### config.mk
export PLATFORM = sky130hd
export DESIGN_NAME = keyed_wdt
export DESIGN_NICKNAME = d
export VERILOG_FILES = /design/src/rtl/keyed_wdt_pkg.sv /design/src/rtl/keyed_wdt_keyseq.sv /design/src/rtl/keyed_wdt_gate.sv /design/src/rtl/keyed_wdt_count.sv /design/src/rtl/keyed_wdt_pulse.sv /design/src/rtl/keyed_wdt.sv
export SDC_FILE = /design/constraint.sdc
export NUM_CORES = 1
export LEC_CHECK = 0
export CAP_MARGIN = 20
export CORE_MARGIN = 4
export CORE_UTILIZATION = 60
export DETAILED_ROUTE_END_ITERATION = 10
export DONT_BUFFER_PORTS = 1
export GPL_TIMING_DRIVEN = 0
export PLACE_DENSITY = 0.76
export SLEW_MARGIN = 30
export SYNTH_ARGS = -nofsm -noshare
export SYNTH_HDL_FRONTEND = slang
export SYNTH_SLANG_ARGS = --single-unit
### constraint.sdc
create_clock -name clk -period 5.55 [get_ports clk]
set_clock_uncertainty 0.1 [all_clocks]
set_input_delay 0.8325 -clock clk [delete_from_list [all_inputs] [get_ports clk]]
set_output_delay 0.8325 -clock clk [all_outputs]
set_load 0.01 [all_outputs]
### src/rtl/keyed_wdt_pkg.sv
// Shared constants and types for the keyed watchdog.
package keyed_wdt_pkg;
    localparam logic [7:0] KEY_FIRST  = 8'h1E;
    localparam logic [7:0] KEY_SECOND = 8'hE1;

    typedef enum logic {
        KEY_WAIT  = 1'b0,
        KEY_HALF  = 1'b1
    } key_state_e;
endpackage

### src/rtl/keyed_wdt_keyseq.sv
// Key recogniser for the service register.
// Tracks whether the first key byte has just been written. It signals
// key_ok in the cycle in which the second byte completes the key.
// Assumes the writes come as single-cycle strobes. abort drops a pending half key.
module keyed_wdt_keyseq
    import keyed_wdt_pkg::*;
(
    input  logic       clk,
    input  logic       rst_n,
    input  logic       abort,
    input  logic       wr,
    input  logic [7:0] data,
    output logic       key_ok
);
    key_state_e state_q;

    // Key completes when the second byte follows a pending first byte.
    always_comb begin
        key_ok = wr && (state_q == KEY_HALF) && (data == KEY_SECOND);
    end

    // Advance the key state on every write; any other byte cancels it.
    always_ff @(posedge clk) begin
        if (!rst_n) begin
            state_q <= KEY_WAIT;
        end else if (abort) begin
            state_q <= KEY_WAIT;
        end else if (wr) begin
            state_q <= (data == KEY_FIRST) ? KEY_HALF : KEY_WAIT;
        end
    end
endmodule

### src/rtl/keyed_wdt_gate.sv
// Run qualifier for the watchdog counter.
// Combines power-down, idle with the halt bit, and the wake hold that
// follows an interrupt wake from power-down. Assumes that wake_n is
// already synchronised to clk.
module keyed_wdt_gate (
    input  logic clk,
    input  logic rst_n,
    input  logic idle,
    input  logic idle_halt,
    input  logic pdown,
    input  logic wake_n,
    output logic run_ok
);
    logic wake_hold_q;

    // Hold set by a low wake line in power-down, released when it goes high.
    always_ff @(posedge clk) begin
        if (!rst_n) begin
            wake_hold_q <= 1'b0;
        end else if (pdown && !wake_n) begin
            wake_hold_q <= 1'b1;
        end else if (wake_n) begin
            wake_hold_q <= 1'b0;
        end
    end

    // Counting is allowed only outside power-down, wake hold and halted idle.
    always_comb begin
        run_ok = !pdown && !wake_hold_q && !(idle && idle_halt);
    end
endmodule

### src/rtl/keyed_wdt_count.sv
// Enable latch and timeout counter.
// The enable sets on a completed key and clears only on reset or overflow.
// The counter clears on every key and flags overflow on the advance that
// would take it to its all-ones value. A key in the same cycle wins.
module keyed_wdt_count #(
    parameter int CNT_W = 13
) (
    input  logic             clk,
    input  logic             rst_n,
    input  logic             tick,
    input  logic             run_ok,
    input  logic             key_ok,
    output logic             enabled,
    output logic [CNT_W-1:0] count,
    output logic             ovf
);
    localparam logic [CNT_W-1:0] CNT_LAST = {{(CNT_W-1){1'b1}}, 1'b0};

    logic advance;

    // Decide whether this cycle advances or overflows.
    always_comb begin
        advance = enabled && tick && run_ok;
        ovf     = advance && !key_ok && (count == CNT_LAST);
    end

    // Enable and count update with key taking priority over overflow.
    always_ff @(posedge clk) begin
        if (!rst_n) begin
            enabled <= 1'b0;
            count   <= '0;
        end else if (key_ok) begin
            enabled <= 1'b1;
            count   <= '0;
        end else if (ovf) begin
            enabled <= 1'b0;
            count   <= '0;
        end else if (advance) begin
            count   <= count + 1'b1;
        end
    end
endmodule

### src/rtl/keyed_wdt_pulse.sv
// Reset-out stretcher: turns an overflow strobe into a request of
// PULSE_LEN clocks and gates the pin drive with the disable bit.
module keyed_wdt_pulse #(
    parameter int PULSE_LEN = 98
) (
    input  logic clk,
    input  logic rst_n,
    input  logic start,
    input  logic out_dis,
    output logic pulse,
    output logic drive_en
);
    localparam int PW = $clog2(PULSE_LEN + 1);
    localparam logic [PW-1:0] LOAD = PW'(PULSE_LEN);

    logic [PW-1:0] left_q;

    // Load the length on start, then count down to zero.
    always_ff @(posedge clk) begin
        if (!rst_n) begin
            left_q <= '0;
        end else if (start) begin
            left_q <= LOAD;
        end else if (left_q != '0) begin
            left_q <= left_q - 1'b1;
        end
    end

    // Request is high while cycles remain; the pin drives unless disabled.
    always_comb begin
        pulse    = (left_q != '0);
        drive_en = pulse && !out_dis;
    end
endmodule

### src/rtl/keyed_wdt.sv
// Keyed one-shot-enable watchdog, top level.
// Wires the key recogniser, run qualifier, counter and pulse stretcher.
// Assumes one oscillator clock domain, with every input synchronous to clk.
module keyed_wdt #(
    parameter int CNT_W     = 13,
    parameter int PULSE_LEN = 98
) (
    input  logic       clk,
    input  logic       rst_n,
    input  logic       mc_tick,
    input  logic       svc_wr,
    input  logic [7:0] svc_data,
    input  logic       idle,
    input  logic       pdown,
    input  logic       wake_n,
    input  logic       rst_out_dis,
    input  logic       idle_halt,
    output logic       rst_pulse,
    output logic       rst_drive_en
);
    logic             key_ok;
    logic             run_ok;
    logic             wdt_en;
    logic [CNT_W-1:0] wdt_cnt;
    logic             wdt_ovf;

    keyed_wdt_keyseq u_keyseq (
        .clk    (clk),
        .rst_n  (rst_n),
        .abort  (wdt_ovf),
        .wr     (svc_wr),
        .data   (svc_data),
        .key_ok (key_ok)
    );

    keyed_wdt_gate u_gate (
        .clk       (clk),
        .rst_n     (rst_n),
        .idle      (idle),
        .idle_halt (idle_halt),
        .pdown     (pdown),
        .wake_n    (wake_n),
        .run_ok    (run_ok)
    );

    keyed_wdt_count #(.CNT_W(CNT_W)) u_count (
        .clk     (clk),
        .rst_n   (rst_n),
        .tick    (mc_tick),
        .run_ok  (run_ok),
        .key_ok  (key_ok),
        .enabled (wdt_en),
        .count   (wdt_cnt),
        .ovf     (wdt_ovf)
    );

    keyed_wdt_pulse #(.PULSE_LEN(PULSE_LEN)) u_pulse (
        .clk      (clk),
        .rst_n    (rst_n),
        .start    (wdt_ovf),
        .out_dis  (rst_out_dis),
        .pulse    (rst_pulse),
        .drive_en (rst_drive_en)
    );
endmodule

======== Yosys cells after proc, flatten, opt, wreduce, memory -nomap -nowiden ========
Cells that the tools add are included.
Widths: inputs -> output; s select.
word-level totals
  register bits ........................... 23
  input port bits ......................... 17
  output and inout port bits .............. 2
  logic and storage cells ................. 42
operators by class
  $add $sub $neg .......................... 2
  equal/unequal tests ..................... 3
  mux-type cells .......................... 7
  bitwise operators ....................... 1
  reductions and logical operators ........ 23
operator list
  kind                   number
  $mux 7                 2
  $add 13x1->13 const B  1
  $eq 13x13->1 const B   1
  $logic_and 1x1->1      11
  $eq 8x5->1 const B     1
  $eq 8x8->1 const B     1
  $reduce_bool 7->1      1
  $sub 7x1->7 const B    1
  $logic_not 1->1        6
  $reduce_bool 2->1      3
  $mux 1                 5
  $reduce_or 3->1        1
  $reduce_or 2->1        1
  $not 1->1              1

======== Longest topological paths before layout ========
  depth after elaboration ................. 8
  mapped depth ............................ 8
  depth with buffers taken out ............ 6

======== Modules after synthesis ========
From an unflattened synthesis, not the netlist that was laid out.
unflattened totals
  cells, all modules ...................... 132
  area, all modules ....................... 1201.2 µm²
by module, submodules not included
  module            times used  cells an instance  area an instance (µm²)  sequential area each (µm²)
  keyed_wdt_count   1           75                 669.4                   280.3
  keyed_wdt_pulse   1           44                 389.1                   140.1
  keyed_wdt_keyseq  1           9                  98.8                    20.0
  keyed_wdt_gate    1           4                  43.8                    20.0

======== Worst setup path after synthesis ========
OpenSTA, ideal clock, no wires.
  kind .................................... flip-flop to output port
  start ................................... register u_pulse.left_q[0]
  end ..................................... output port rst_drive_en
  data arrival time ....................... 1.503 ns
  data required time ...................... 4.618 ns
  setup slack ............................. 3.115 ns
  stages on the path, launching flop included .. 8
  path buffers ............................ 2
  cells stage by stage .................... dfxtp_1 inv_1 ha_1 or3b_1 buf_2 or2_1 buf_6 nor2b_1
on the way
  cells in the longest elaborated chain, start to end .. 2
RTL lines
  what                    RTL line               text
  start, declared         keyed_wdt_pulse.sv:16  logic [PW-1:0] left_q;
  start signal, assigned  keyed_wdt_pulse.sv:25  left_q <= left_q - 1'b1;
  $reduce_bool 7->1       keyed_wdt_pulse.sv:31  pulse = (left_q != '0);
  named net rst_pulse     keyed_wdt.sv:18        output logic rst_pulse,
  $logic_and 1x1->1       keyed_wdt_pulse.sv:32  drive_en = pulse && !out_dis;
  end, declared           keyed_wdt.sv:19        output logic rst_drive_en
The timed path passes the listed nets, and every way through them passes these cells.

======== Worst setup path in the final report ========
  start ................................... register u_pulse.left_q[1]
  end ..................................... output port rst_drive_en
Same word-level chain as after synthesis.

==> metrics <==
Seq cells post-synth 23; Final Power 0.446 mW; Max Buffers Root-to-Sink 2; mean area per synthesized cell 9.06 µm²; drt total wl 2060 µm; leakage power 0.447 nW; Seq/Total Area, Yosys 39.7%; Worst R2R Path Depth 8; Sum Neg Setup Slack 0 ps; Clock transition at path regs 140 ps; hold_ws 385 ps; hold crit path type reg -> reg; CTS resizes 0; Syn Inst Count 128; Peak VDD IR 0.221 mV; Net Sw Frac 33.9%; hold_buf cts 0; largest net degree at the start of global routing 15; ratio of cells with drive above 1 in the final layout 9.85%; die height 52.0 µm; Post-synth EDFFs 0; # fillers 151; die area 0.00270 mm²; crit path capture type primary output; non-filler cells, final 157; sw power 0.151 mW; startpoint types register; Worst EP arrival 1940 ps; Combinational Power Share 35.6%; worst flop-to-flop path endpoint u_pulse.left_q[1]$_SDFFE_PN0P_; cell with the most instances after synthesis dfxtp_1; drt first pass iters 4; Area growth syn-to-layout 5.29%; Core ar. 0.00178 mm²; antenna violations before repair 0; Synth Cell Area 0.00116 mm²; r2r setup slk 3650 ps; first-pass GRT wire length 3800 µm; DR DRC count 0; CTS Buf Count 3; YS warnings 0; placed cell count 153; HPWL Detailed 1630 µm; number of post-CTS setup repair buffers 0; RSZ-0062 raised after global routing no; depth of the CTS H-tree 1; I/O pin cnt 19; Commonest cells post-synth dfxtp_1 (23), nor2_1 (14), xor2_1 (8); clk_lat worst skew 330 ps; Worst Path Max Fanout 7; Tcrit/Tclk final 51.8%; sequential share of power 46.2%; Slew @ Worst Pin 437 ps; Die X 52.0 µm; Net Count, Synth 148; Final setup viols 0; CTS tree built; fin crit period 2870 ps; GP Congestion 0.766; hold path depth 2; Final nets 153; vias in the first global route 972; worst relative slew slack 70.5%; internal power 0.295 mW; I/O Buffers 0; predominant post-synthesis flop cell dfxtp_1; area leader, netlist dfxtp_1; initial DRC count 8; global route overflow 0; status completed; CTS Root Cell clkbuf_4; critical path required time 4620 ps; Via Count 920; routed vias/inst 5.86; ys async rst share 0%; Max Cap Viol 0; CP Class reg -> out; reg-to-reg startpoint u_pulse.left_q[1]$_SDFFE_PN0P_; share of the synthesized area in the top cell type 39.7%; Final Slew Violations 0; Starting Density 65.1%; Detail Route Antenna Nets 0; crit path launch u_pulse.left_q[1]$_SDFFE_PN0P_; # diodes 0; Total GRT Usage 18.6%; Fin. Hold Viols 0; post-synth cell types 35; Clock Sinks 23; Worst Setup EP rst_drive_en; clock network fraction of total power 18.3%; drt wl/cell 13.1 µm; FP Rows 15; Highest Clock Rate 348 MHz; PwrDens 365 mW/mm²; largest cells by area after synthesis dfxtp_1 (40%), xor2_1 (6.0%), nor2_1 (4.5%), ha_1 (3.2%), or3_1 (3.2%)
[flip-flops by register name, summed over array words and instances (netlist names)]
name	count
u_count.count	13
u_pulse.left_q	7
u_count.enabled	1
u_gate.wake_hold_q	1
u_keyseq.state_q	1
[per-stage QoR]
step                      utilization (%)  area, µm²  setup slack [ps]
after floorplan                         -       1160              3110
after global placement               66.8       1190              3060
after detailed placement             66.8       1190              3030
after CTS                            68.5       1220              2660
after global routing                 68.5       1220              2550
final                                68.5       1220              2680
[how the worst min path moves through the flow]
| stage | to | from |
|---|---|---|
| 4_1_cts | u_keyseq.state_q$_SDFFE_PP0P_ | u_keyseq.state_q$_SDFFE_PP0P_ |
| 2_1_floorplan | u_keyseq.state_q$_SDFFE_PP0P_ | u_keyseq.state_q$_SDFFE_PP0P_ |
| 5_1_grt | u_count.count[7]$_SDFFE_PP0P_ | u_count.count[7]$_SDFFE_PP0P_ |
| 3_3_place_gp | u_keyseq.state_q$_SDFFE_PP0P_ | u_keyseq.state_q$_SDFFE_PP0P_ |
| 6_report | u_keyseq.state_q$_SDFFE_PP0P_ | u_keyseq.state_q$_SDFFE_PP0P_ |
| 3_5_place_dp | u_keyseq.state_q$_SDFFE_PP0P_ | u_keyseq.state_q$_SDFFE_PP0P_ |
[layer usage]
layer / track usage [%] / wire length, µm / vias up
met3: 6.30 / 137 / 2
met2: 32.6 / 938 / 21
met1: 21.7 / 976 / 427
li1: - / - / 470
met5: 0 / 0 / -
met4: 3.93 / 12 / 0
[layout by cell type (no fill, tap or decap), types with 2 or more instances in the layout]
master,instances
dfxtp_1,23
nor2_1,14
xor2_1,8
nand2_1,7
a21oi_1,7
or3_1,6
o21ai_0,6
nand3_1,5
nand4_1,5
and2_1,4
xnor2_1,4
buf_2,3
inv_1,3
and4_1,3
nor4b_1,3
nor3_1,3
ha_1,3
clkbuf_4,3
nand4_2,2
and4b_1,2
o21a_1,2
[critical path: stages, from the launching register on]
cell	delay, ps
dfxtp_1	350
inv_1	60
ha_1	170
or3b_1	340
buf_2	150
or2_1	240
buf_6	140
nor2b_1	160
[power by group through the flow]
stage | registers (mW) | clock network, mW | logic [mW]
after CTS | 0.206 | 0.0847 | 0.161
after floorplan | 0.205 | 0 | 0.138
after detailed placement | 0.209 | 0 | 0.161
final | 0.206 | 0.0815 | 0.158
after global routing | 0.208 | 0.0906 | 0.181
after global placement | 0.208 | 0 | 0.152
[cell type report]
type	instances	area, µm²	share of cell area [%]
multi-input cells	98	662	54.2
flip-flops and latches	23	460	37.7
well taps	25	31.3	2.56
plain buffers	4	26.3	2.15
clock buffers	3	22.5	1.84
inverters	3	11.3	0.922
clock inverters	1	7.51	0.615
[cells by family after synthesis]
kind of cell	after synthesis	synth area share (%)
AOI/OAI and AO/OA	23	14.1
buffers and inverters	7	3.24
adders and majority gates	3	3.24
xor gates and xnor gates	12	9.06
DFF	23	39.7
and+or+nand+nor	60	30.6
Power figures use the tool's default switching activity.
